## src/rtl/sreg_pkg.sv

```systemverilog
package sreg_pkg;
  parameter int WORD_W = 24;
  parameter int REF_W  = 14;
  parameter int FB_W   = 13;
  parameter int MUX_W  = 3;
  parameter int TMR_W  = 4;
  parameter int CUR_W  = 3;

  localparam int REF_LSB  = 2;
  localparam int ABP_LSB  = REF_LSB + REF_W;
  localparam int TEST_LSB = ABP_LSB + 2;
  localparam int LDP_BIT  = TEST_LSB + 2;
  localparam int FB_LSB   = 8;
  localparam int GAIN_BIT = FB_LSB + FB_W;
  localparam int CRST_BIT = 2;
  localparam int PDA_BIT  = 3;
  localparam int MUX_LSB  = 4;
  localparam int TMR_LSB  = 11;
  localparam int CUR1_LSB = TMR_LSB + TMR_W;
  localparam int CUR2_LSB = CUR1_LSB + CUR_W;
  localparam int PDB_BIT  = CUR2_LSB + CUR_W;

  typedef enum logic [1:0] {
    DST_REF  = 2'b00,
    DST_FB   = 2'b01,
    DST_FUNC = 2'b10,
    DST_INIT = 2'b11
  } dst_e;

  typedef struct packed {
    logic [REF_W-1:0] div;
    logic [1:0]       abp;
    logic [1:0]       test;
    logic             ldp;
  } ref_t;

  typedef struct packed {
    logic [FB_W-1:0] div;
    logic            gain;
  } fb_t;

  typedef struct packed {
    logic             crst;
    logic             pda;
    logic [MUX_W-1:0] mux;
    logic [TMR_W-1:0] tmr;
    logic [CUR_W-1:0] cur1;
    logic [CUR_W-1:0] cur2;
    logic             pdb;
  } fn_t;
endpackage

```

## src/rtl/sreg_sync.sv

```systemverilog
module sreg_sync #(
  parameter int WIDTH  = 3,
  parameter int STAGES = 2
) (
  input  logic             clk,
  input  logic             rst,
  input  logic [WIDTH-1:0] d_i,
  output logic [WIDTH-1:0] q_o
);
  logic [WIDTH-1:0] chain [STAGES];

  always_ff @(posedge clk) begin
    if (rst) begin
      for (int i = 0; i < STAGES; i++) chain[i] <= '0;
    end else begin
      chain[0] <= d_i;
      for (int i = 1; i < STAGES; i++) chain[i] <= chain[i-1];
    end
  end

  assign q_o = chain[STAGES-1];
endmodule

```

## src/rtl/sreg_edge.sv

```systemverilog
module sreg_edge #(
  parameter int WIDTH = 2
) (
  input  logic             clk,
  input  logic             rst,
  input  logic [WIDTH-1:0] lvl_i,
  output logic [WIDTH-1:0] rise_o
);
  logic [WIDTH-1:0] prev_q;

  always_ff @(posedge clk) begin
    if (rst) prev_q <= '0;
    else     prev_q <= lvl_i;
  end

  assign rise_o = lvl_i & ~prev_q;
endmodule

```

## src/rtl/sreg_shifter.sv

```systemverilog
module sreg_shifter #(
  parameter int WIDTH = 24
) (
  input  logic             clk,
  input  logic             rst,
  input  logic             shift_i,
  input  logic             bit_i,
  output logic [WIDTH-1:0] word_o
);
  always_ff @(posedge clk) begin
    if (rst)          word_o <= '0;
    else if (shift_i) word_o <= {word_o[WIDTH-2:0], bit_i};
  end
endmodule

```

## src/rtl/sreg_latch_bank.sv

```systemverilog
module sreg_latch_bank
  import sreg_pkg::*;
(
  input  logic              clk,
  input  logic              rst,
  input  logic              commit_i,
  input  logic [WORD_W-1:0] word_i,
  output ref_t              ref_o,
  output fb_t               fb_o,
  output fn_t               fn_o,
  output logic              init_o
);
  dst_e dst;
  fn_t  fn_dec;
  logic rsvd_unused;

  assign dst         = dst_e'(word_i[1:0]);
  assign rsvd_unused = ^word_i[WORD_W-1 -: 2];

  always_comb begin
    fn_dec.crst = word_i[CRST_BIT];
    fn_dec.pda  = word_i[PDA_BIT];
    fn_dec.mux  = word_i[MUX_LSB +: MUX_W];
    fn_dec.tmr  = word_i[TMR_LSB +: TMR_W];
    fn_dec.cur1 = word_i[CUR1_LSB +: CUR_W];
    fn_dec.cur2 = word_i[CUR2_LSB +: CUR_W];
    fn_dec.pdb  = word_i[PDB_BIT];
  end

  always_ff @(posedge clk) begin
    if (rst) begin
      ref_o  <= '0;
      fb_o   <= '0;
      fn_o   <= '0;
      init_o <= 1'b0;
    end else begin
      init_o <= 1'b0;
      if (commit_i) begin
        unique case (dst)
          DST_REF: begin
            ref_o.div  <= word_i[REF_LSB +: REF_W];
            ref_o.abp  <= word_i[ABP_LSB +: 2];
            ref_o.test <= word_i[TEST_LSB +: 2];
            ref_o.ldp  <= word_i[LDP_BIT];
          end
          DST_FB: begin
            fb_o.div  <= word_i[FB_LSB +: FB_W];
            fb_o.gain <= word_i[GAIN_BIT];
          end
          DST_FUNC: fn_o <= fn_dec;
          DST_INIT: begin
            fn_o   <= fn_dec;
            init_o <= 1'b1;
          end
          default: ;
        endcase
      end
    end
  end
endmodule

```

## src/rtl/sreg_loader.sv

```systemverilog
module sreg_loader
  import sreg_pkg::*;
#(
  parameter int SYNC_STAGES = 2
) (
  input  logic             clk,
  input  logic             rst,
  input  logic             sclk_i,
  input  logic             sdata_i,
  input  logic             le_i,
  output logic [REF_W-1:0] ref_div_o,
  output logic [1:0]       abp_width_o,
  output logic [1:0]       test_mode_o,
  output logic             lock_prec_o,
  output logic [FB_W-1:0]  fb_div_o,
  output logic             cp_gain_o,
  output logic             ctr_rst_o,
  output logic             pd_a_o,
  output logic [MUX_W-1:0] mux_sel_o,
  output logic [TMR_W-1:0] timer_o,
  output logic [CUR_W-1:0] cur1_o,
  output logic [CUR_W-1:0] cur2_o,
  output logic             pd_b_o,
  output logic             init_pulse_o
);
  localparam int SCLK_IX = 0;
  localparam int DATA_IX = 1;
  localparam int LE_IX   = 2;

  logic [2:0]        pins_s;
  logic [1:0]        rise;
  logic              sclk_rise;
  logic              le_rise;
  logic [WORD_W-1:0] sh_word;
  ref_t              ref_q;
  fb_t               fb_q;
  fn_t               fn_q;

  sreg_sync #(.WIDTH(3), .STAGES(SYNC_STAGES)) u_sync (
    .clk(clk), .rst(rst),
    .d_i({le_i, sdata_i, sclk_i}),
    .q_o(pins_s)
  );

  sreg_edge #(.WIDTH(2)) u_edge (
    .clk(clk), .rst(rst),
    .lvl_i({pins_s[LE_IX], pins_s[SCLK_IX]}),
    .rise_o(rise)
  );

  assign sclk_rise = rise[0];
  assign le_rise   = rise[1];

  sreg_shifter #(.WIDTH(WORD_W)) u_shift (
    .clk(clk), .rst(rst),
    .shift_i(sclk_rise),
    .bit_i(pins_s[DATA_IX]),
    .word_o(sh_word)
  );

  sreg_latch_bank u_bank (
    .clk(clk), .rst(rst),
    .commit_i(le_rise),
    .word_i(sh_word),
    .ref_o(ref_q),
    .fb_o(fb_q),
    .fn_o(fn_q),
    .init_o(init_pulse_o)
  );

  assign ref_div_o   = ref_q.div;
  assign abp_width_o = ref_q.abp;
  assign test_mode_o = ref_q.test;
  assign lock_prec_o = ref_q.ldp;
  assign fb_div_o    = fb_q.div;
  assign cp_gain_o   = fb_q.gain;
  assign ctr_rst_o   = fn_q.crst;
  assign pd_a_o      = fn_q.pda;
  assign mux_sel_o   = fn_q.mux;
  assign timer_o     = fn_q.tmr;
  assign cur1_o      = fn_q.cur1;
  assign cur2_o      = fn_q.cur2;
  assign pd_b_o      = fn_q.pdb;
endmodule

```

## config.mk

```make
export PLATFORM = sky130hd
export DESIGN_NAME = sreg_loader
export DESIGN_NICKNAME = d
export VERILOG_FILES = /design/src/rtl/sreg_pkg.sv /design/src/rtl/sreg_sync.sv /design/src/rtl/sreg_edge.sv /design/src/rtl/sreg_shifter.sv /design/src/rtl/sreg_latch_bank.sv /design/src/rtl/sreg_loader.sv
export SDC_FILE = /design/constraint.sdc
export NUM_CORES = 1
export LEC_CHECK = 0
export BUFFER_PORTS_ARGS = -buffer_cell sky130_fd_sc_hd__buf_2
export CORE_MARGIN = 2
export CORE_UTILIZATION = 45
export DETAILED_ROUTE_END_ITERATION = 12
export GPL_TIMING_DRIVEN = 0
export PLACE_DENSITY = 0.7
export SETUP_SLACK_MARGIN = 0.2
export SLEW_MARGIN = 20
export SYNTH_ARGS = -nofsm -noshare
export SYNTH_HDL_FRONTEND = slang
export SYNTH_SLANG_ARGS = --single-unit
```

## constraint.sdc

```tcl
create_clock -name clk -period 2.35 [get_ports clk]
set_input_delay 0.235 -clock clk [delete_from_list [all_inputs] [get_ports clk]]
set_output_delay 0.235 -clock clk [all_outputs]
set_load 0.05 [all_outputs]
```

Word-level counts from Yosys, hierarchy flattened
Memory sizes are Yosys's and may differ from the RTL's.
Index checks and enable logic that the tools add are counted.
{"block": "totals", "memories": 1, "output_inout_bits": 50, "mem_bits_rw": 6, "input_bits": 5, "register_bits": 74}
{"block": "classes", "n_reduce_logical": 6, "n_mux": 6, "n_eq_ne": 3, "bitwise_logic": 5}
{"memory": "u_sync.chain", "depth": 2, "word_bits": 3, "read_ports": 2, "rd_ports_with_merged_regs": 0, "write_ports": 2, "line_no": "sreg_sync.sv:10", "source": "logic [WIDTH-1:0] chain [STAGES];"}
{"operator": "3-bit 2-to-1 mux", "count": 2}
{"operator": "2-bit AND reduction", "count": 3}
{"operator": "2-bit equality test, second input constant", "count": 2}
{"operator": "1-bit 2-to-1 mux", "count": 4}
{"operator": "2-bit OR reduction", "count": 2}
{"operator": "2-bit AND", "count": 1}
{"operator": "2-bit by 1-bit equality test with 1-bit output, second input constant", "count": 1}
{"operator": "2-bit zero test", "count": 1}
{"operator": "2-bit inverter", "count": 1}
{"operator": "1-bit OR", "count": 2}
{"operator": "1-bit inverter", "count": 1}

Depth between registers and ports, before layout
Gate-level depths: netlist of run 1.
{"block": "depth", "depth_word": 4, "depth_mapped": 6}

Hierarchy
A second synthesis of run 1 with hierarchy kept.
{"block": "unflattened", "cells_unflattened": 305, "area_unflattened_um2": 3238.1}
{"mod": "sreg_latch_bank", "seq_area_each_um2": 1001.0, "n_inst": 1, "cells_per_inst": 207, "area_each_um2": 2118.3}
{"mod": "sreg_shifter", "seq_area_each_um2": 480.5, "n_inst": 1, "cells_per_inst": 77, "area_each_um2": 869.6}
{"mod": "sreg_sync", "seq_area_each_um2": 120.1, "n_inst": 1, "cells_per_inst": 15, "area_each_um2": 180.2}
{"mod": "sreg_edge", "seq_area_each_um2": 40.0, "n_inst": 1, "cells_per_inst": 6, "area_each_um2": 70.1}

Least setup slack after synthesis of run 1
OpenSTA, ideal clock, no wires.
{"block": "synth_timing", "path_type": "register -> register", "startpoint": "register u_shift.word_o[1]", "endpoint": "register u_bank.ref_o[10] in the netlist's numbering", "path_stages_with_launch": 7, "setup_slack_ns": 0.913, "synth_period_minus_slack_ns": 1.437, "arrival_time_ns": 1.304, "path_cell_list": "dfxtp_1 > buf_6 > or4b_1 > buf_6 > buf_6 > nand2_1 > a21oi_1"}
{"block": "synth_via", "elab_chain_len": 2}
{"element": "start: declaration", "line_no": "sreg_shifter.sv:8", "source": "output logic [WIDTH-1:0] word_o"}
{"element": "start signal: assignment", "line_no": "sreg_shifter.sv:12", "source": "else if (shift_i) word_o <= {word_o[WIDTH-2:0], bit_i};"}
{"element": "2-bit zero test", "line_no": "sreg_latch_bank.sv:39", "source": "unique case (dst)"}
{"element": "2-bit AND reduction (no line)"}
{"element": "end: declaration", "line_no": "sreg_latch_bank.sv:8", "source": "output ref_t ref_o,"}
No other way between the ends.
A chain may end at the register's enable or synchronous reset.

Worst setup path after layout of run 1
{"block": "layout_timing", "startpoint": "register u_shift.word_o[1]", "endpoint": "register u_bank.ref_o[17] in the netlist's numbering"}
Same word-level chain as after synthesis.

==> metrics.txt, run 1 <==
ys flop type=dfxtp_1; worst-path fanout max=10; dpl ws=around 790 ps; slew margin rel.=0.610; largest family of logic cells by synthesized area=simple AND/OR/NAND/NOR gates; Worst Tran Pin Value=between 500 and 600 ps; fillcell total=~560; Max Cap Viol=0; Yosys warning count=0; uppermost routed layer=met4; Slowest cell on crit path=nor4b_4; hold_sp=sclk_i; Post-CTS Setup Bufs=0; vias in the first global route=2077; Chip Height=roughly 82 um; # diodes=0; Vias/cell=4.93; final slew viol count=0; PortBufs=53; Final HPWL DP=4200 um; Final setup viols=0; initial antenna violation count=0; NumNets Final=~400; proportion of layout cells with a drive suffix above 1=0.190; Clock Latency Late Sink=approximately 350 ps; core area=0.00592 sq mm; WL per Instance=between 10 and 15 um; HP Class=in -> reg; pin count of the biggest net entering global routing=14; post-synthesis sequential area ratio=0.583; first-pass GRT wire length=just under 10000 um; clock skew=9.41 ps; post-route setup TNS=0 ps; cells taking the most area after synthesis=dfxtp_1 (58%), nand2_1 (19%), a21oi_1 (13%); number of synthesized flops with an enable pin=0; Reg area=0.00160 sq mm; CTS root buffer=clkbuf_8; GRT Total Usage=0.195; syn nets=337; CTS tree=built; Syn Std Cell Area=between 0.002 and 0.003 sq mm; Arr. time, crit path=1830 ps; CTS Buf Count=9; area of the multi-input gates=0.00103 sq mm; via count=roughly 2.3k; clock-pin transition on the worst setup and hold timing paths=~80 ps; clock sinks=80; crit path cell chain=buf_6 > nor4b_4 > buf_4 > nand2_1 > a21oi_1; reg2reg start=u_shift.word_o[1]$_SDFFE_PP0P_; depth of the CTS H-tree=3; post-synthesis mux area share=0; Die Wd=82.1 um; DRC=0; status=completed; Synth cell types=16; wirelength, routed=approximately 6000 um; DRT iter0 DRCs=~130; Synth Area in Adders=0; final instance area=approximately 0.0033 sq mm; complex-gate fraction of the synthesized area=0.129; Max VDD drop=0.496 mV; crit path buf inv count=2; PwrDens=736 mW/mm^2; Syn Area/Cell=between 8 and 9 sq um; detailed route wirelength on metal3=about 230 um; Worst Setup SP=u_shift.word_o[1]$_SDFFE_PP0P_; gp weighted congestion=roughly 0.74; count leader, synth=nand2_1; Startpoint Class=register; area leader, netlist=dfxtp_1; Final Critical Period=about 1600 ps; Pre-Repair DR Iteration Count=5; Worst Setup Slack, final=about 800 ps; Post-Route M1 WL=between 2000 and 3000 um; met2 wire len=2970 um; # resized after CTS=0; Synth Area in Simple Gates=0.247; leak pwr=around 1.3 nW; Clock Tree Buf Depth=2; Seq cells post-synth=80; Area after DPL=approximately 0.0031 sq mm; Cells after Synth=~330; top-area cell type share of the netlist area=0.583; DIE AREA=approximately 0.0067 sq mm; xor/xnor share of the synthesized area=0; worst stage delay on the critical path=approximately 550 ps; fin crit share=0.660; fmax=between 600 and 700 MHz; Top Family by Delay on Critical Path=simple AND/OR/NAND/NOR gates; RSZ-0062 raised after global routing=no; Detail Route Antenna Nets=0; synth-to-layout area growth=20.3%; FP Rows=28; Final Hold Fails=0; hold-fix buffers at CTS=0; Initial Util=0.464; boundary pin count=55; asr flop ratio synth=0; crit end category=register; total gr overflow=0; CP Class=reg -> reg; Synth top cells by count=nand2_1 (142), dfxtp_1 (80), a21oi_1 (71), clkbuf_1 (16), nor2b_1 (9); Crit path required time=2630 ps
[cells by family after synthesis]
family	after synthesis
AOI/OAI and AO/OA	71
and+or+nand+nor	159
buffers and inverters	22
DFF	80
[power by group]
part | total [mW] | internal [mW] | switching [mW]
Combinational | 0.0585 | 0.0156 | 0.0430
Clock | 1.01 | 0.518 | 0.489
Sequential | 1.36 | 1.36 | 0.00340
[metrics by stage]
step,power [mW],instances,hold WS (ps),util
4_1_cts,2.44,476,81.5,0.558
2_1_floorplan,1.44,332,363,-
5_1_grt,2.50,476,96.2,0.558
3_3_place_gp,1.45,460,416,0.524
6_report,2.43,476,93.4,0.558
3_5_place_dp,1.45,460,424,0.524
[worst paths after layout]
kind                                                       to  slack, ps  cells after the start
worst max-delay path            u_bank.ref_o[17]$_SDFFE_PP0P_        800                      5
worst min-delay path            u_sync.chain[0][0]$_SDFF_PP0_         90                      2
worst max register to register  u_bank.ref_o[17]$_SDFFE_PP0P_        800                      5
worst min register to register  u_sync.chain[0][3]$_SDFF_PP0_        440                      1
[area by class of cell]
class,count,area share
Sequential cell,80,0.485
Timing Repair Buffer,53,0.0803
Multi-Input combinational cell,230,0.313
Clock buffer,11,0.0428
Clock inverter,5,0.0171
Buffer,22,0.0337
Tap cell,75,0.0284
[layer usage]
| layer | GRT usage | up-vias |
|---|---|---|
| met5 | 0 | - |
| met4 | 0.0900 | 0 |
| met3 | 0.0413 | 6 |
| met2 | 0.321 | 49 |
| met1 | 0.245 | 1091 |
| li1 | - | 1200 |
[registers in the layout (all words and copies together) (netlist names)]
register / count
u_bank.fb_o: 14
u_bank.fn_o: 16
u_bank.init_o: 1
u_bank.ref_o: 19
u_edge.prev_q: 2
u_shift.word_o: 22
u_sync.chain: 6
[cells in the final DEF (no fill, tap or decap)]
| cell type | synthesis | final |
|---|---|---|
| buf_6 | 3 | 3 |
| and3b_1 | 1 | 1 |
| nand2_1 | 142 | 142 |
| nand4bb_1 | 1 | 1 |
| nor3b_1 | 1 | 1 |
| buf_4 | 1 | 1 |
| clkinv_2 | 0 | 2 |
| clkbuf_8 | 0 | 10 |
| and4bb_2 | 1 | 1 |
| dfxtp_1 | 80 | 80 |
| a21oi_1 | 71 | 71 |
| or4b_1 | 1 | 1 |
| nor2b_1 | 9 | 9 |
| clkinvlp_4 | 0 | 1 |
| buf_2 | 2 | 55 |
| clkbuf_1 | 16 | 17 |
| bufinv_16 | 0 | 1 |
| nor4b_4 | 1 | 1 |
| clkinv_4 | 0 | 1 |
| nand3b_1 | 1 | 1 |
| nand2b_1 | 1 | 1 |
(Power assumes the default switching activity.)
==> run 2: changes to the inputs <==
--- a/config.mk
+++ b/config.mk
@@ -5,12 +5,13 @@
 export SDC_FILE = /design/constraint.sdc
 export NUM_CORES = 1
 export LEC_CHECK = 0
+export ABC_AREA = 1
 export BUFFER_PORTS_ARGS = -buffer_cell sky130_fd_sc_hd__buf_2
 export CORE_MARGIN = 2
 export CORE_UTILIZATION = 45
 export DETAILED_ROUTE_END_ITERATION = 12
 export GPL_TIMING_DRIVEN = 0
-export PLACE_DENSITY = 0.7
+export PLACE_DENSITY = 0.72
 export SETUP_SLACK_MARGIN = 0.2
 export SLEW_MARGIN = 20
 export SYNTH_ARGS = -nofsm -noshare
==> constraint.sdc (replaced) <==
create_clock -name clk -period 1.4 [get_ports clk]
set_input_delay 0.14 -clock clk [delete_from_list [all_inputs] [get_ports clk]]
set_output_delay 0.14 -clock clk [all_outputs]
set_load 0.05 [all_outputs]
==> metrics.txt, run 2 <==
status=completed; cells taking the most area after synthesis=dfxtp_1 (54%), a21oi_1 (9.7%), nand3_1 (8.3%); DIE AREA=~0.0072 sq mm; number of synthesized flops with an enable pin=0; first-pass GRT wire length=11000 um; Syn Area/Cell=roughly 7.7 sq um; HP Class=in -> reg; post-synthesis sequential area ratio=0.542; Clock Tree Buf Depth=2; Vias/cell=a little over 5; proportion of layout cells with a drive suffix above 1=0.237; Largest Register=u_shift.word_o; boundary pin count=55; Crit path required time=1680 ps; PwrDens=roughly 1300 mW/mm^2; gp weighted congestion=between 0.9 and 1; total power=approximately 4.7 mW; PortBufs=53; Final setup viols=0; Seq cells post-synth=80; Arr. time, crit path=1460 ps; asr flop ratio synth=0; fmax=852 MHz; most common cell after layout, fill and taps aside=dfxtp_1; Final HPWL DP=4850 um; total gr overflow=0; slew margin rel.=0.631; CTS Buf Count=9; Synth cell types=18; Startpoint Class=register; worst stage delay on the critical path=370 ps; Clock Latency Late Sink=between 300 and 400 ps; ys flop type=dfxtp_1; Worst Tran Pin Value=553 ps; Max Cap Viol=0; Chip Height=85.0 um; WL per Instance=between 10 and 15 um; vias in the first global route=2506; worst-path fanout max=10; leak pwr=between 1.5 and 2 nW; area leader, netlist=dfxtp_1; post-route setup TNS=0 ps; crit path cell chain=inv_2 > nor2_4 > buf_6 > buf_8 > nand3_1 > a21oi_2; Detail Route Antenna Nets=0; Top Family by Delay on Critical Path=flip-flops; Final Critical Period=~1200 ps; initial antenna violation count=0; synth-to-layout area growth=24.0%; Largest register FFs=22; fin crit share=0.838; crit end category=register; GRT Total Usage=0.193; Pre-Repair DR Iteration Count=4; CTS tree=built; pin count of the biggest net entering global routing=13; wirelength, routed=6770 um; RSZ-0062 raised after global routing=yes; core area=between 0.006 and 0.007 sq mm; NumNets Final=~460; syn nets=roughly 390; # diodes=0; Initial Util=0.465; Cells after Synth=roughly 380; crit path buf inv count=3; count leader, synth=dfxtp_1; Die Wd=between 80 and 90 um; fillcell total=between 500 and 600; Final Hold Fails=0; Syn Std Cell Area=around 0.0030 sq mm; FP Rows=29; Synth top cells by count=dfxtp_1 (80), a21oi_1 (57), nor2_1 (56), nand2_1 (52), nand3_1 (49); via count=2701; DRT iter0 DRCs=155; top-area cell type share of the netlist area=0.542; Yosys warning count=0; final slew viol count=0; Max VDD drop=between 0.7 and 0.8 mV; clock sinks=80; CP Class=reg -> reg; DRC=0; CTS root buffer=clkbuf_8; Slowest cell on crit path=dfxtp_4; clock-pin transition on the worst setup and hold timing paths=70 ps; clock skew=5.86 ps; biggest regs=u_shift.word_o: 22 flops, u_bank.ref_o: 19 flops, u_bank.fn_o: 16 flops; most frequent cells in the layout=dfxtp_1 (79), buf_2 (60), nor2_1 (56); depth of the CTS H-tree=3
-- run 2: cell families (layout without fill, tap and decap cells) --
family,after synthesis,after routing,share of synthesized area
compound gates,79,79,0.134
buf+inv,61,135,0.0906
flops,80,80,0.542
simple gates,162,162,0.233
-- run 2: final timing paths --
kind	startpoint	end	slack, ps	cells after the start
max	u_sync.chain[0][5]$_SDFF_PP0_	u_bank.fn_o[0]$_SDFFE_PP0P_	230	6
max reg2reg	u_sync.chain[0][5]$_SDFF_PP0_	u_bank.fn_o[0]$_SDFFE_PP0P_	230	6
min reg2reg	u_sync.chain[0][2]$_SDFF_PP0_	u_sync.chain[0][5]$_SDFF_PP0_	400	2
min	rst	u_bank.fn_o[6]$_SDFFE_PP0P_	60	2
-- run 2: where the power goes --
group / internal [mW] / switching, mW
logic: 0.149 / 0.347
clock network: 1.03 / 0.791
registers: 2.35 / 0.0436
-- run 2: timing repair --
item,in CTS,in global routing
resized for setup,13,22
hold buffers,3,0
setup buffers,1,3
endpoints found under the setup margin,51,62
pin swaps,0,2
endpoints found under the hold margin,3,0
-- run 2: area by class of cell --
cell class,instances,area [sq um],share of cell area
clock buffers,10,138,0.0376
inverters,33,124,0.0338
plain buffers,28,184,0.0502
flip-flops and latches,80,1610,0.438
multi-input cells,241,1120,0.306
clock inverters,4,70.1,0.0191
well taps,77,96.3,0.0263
repair buffers,60,325,0.0888
-- run 2: per-stage QoR --
stage               cell area, sq um  hold WS (ps)  worst slack, ps   util  instances
floorplan                       2950           247              284      -        382
global placement                3320           343             64.6  0.522        512
detailed placement              3320           346             30.6  0.522        512
CTS                             3600          44.5              203  0.567        530
global route                    3660          59.7              152  0.577        533
finish                          3660          56.3              227  0.577        533
-- run 2: layer usage --
| layer | global-route usage | share of wire | vias to the layer above |
|---|---|---|---|
| li1 | - | - | 1368 |
| met1 | 0.245 | 0.45 | 1248 |
| met2 | 0.312 | 0.47 | 73 |
| met3 | 0.0409 | 0.058 | 12 |
| met4 | 0.0981 | 0.017 | 0 |
| met5 | 0 | 0 | - |
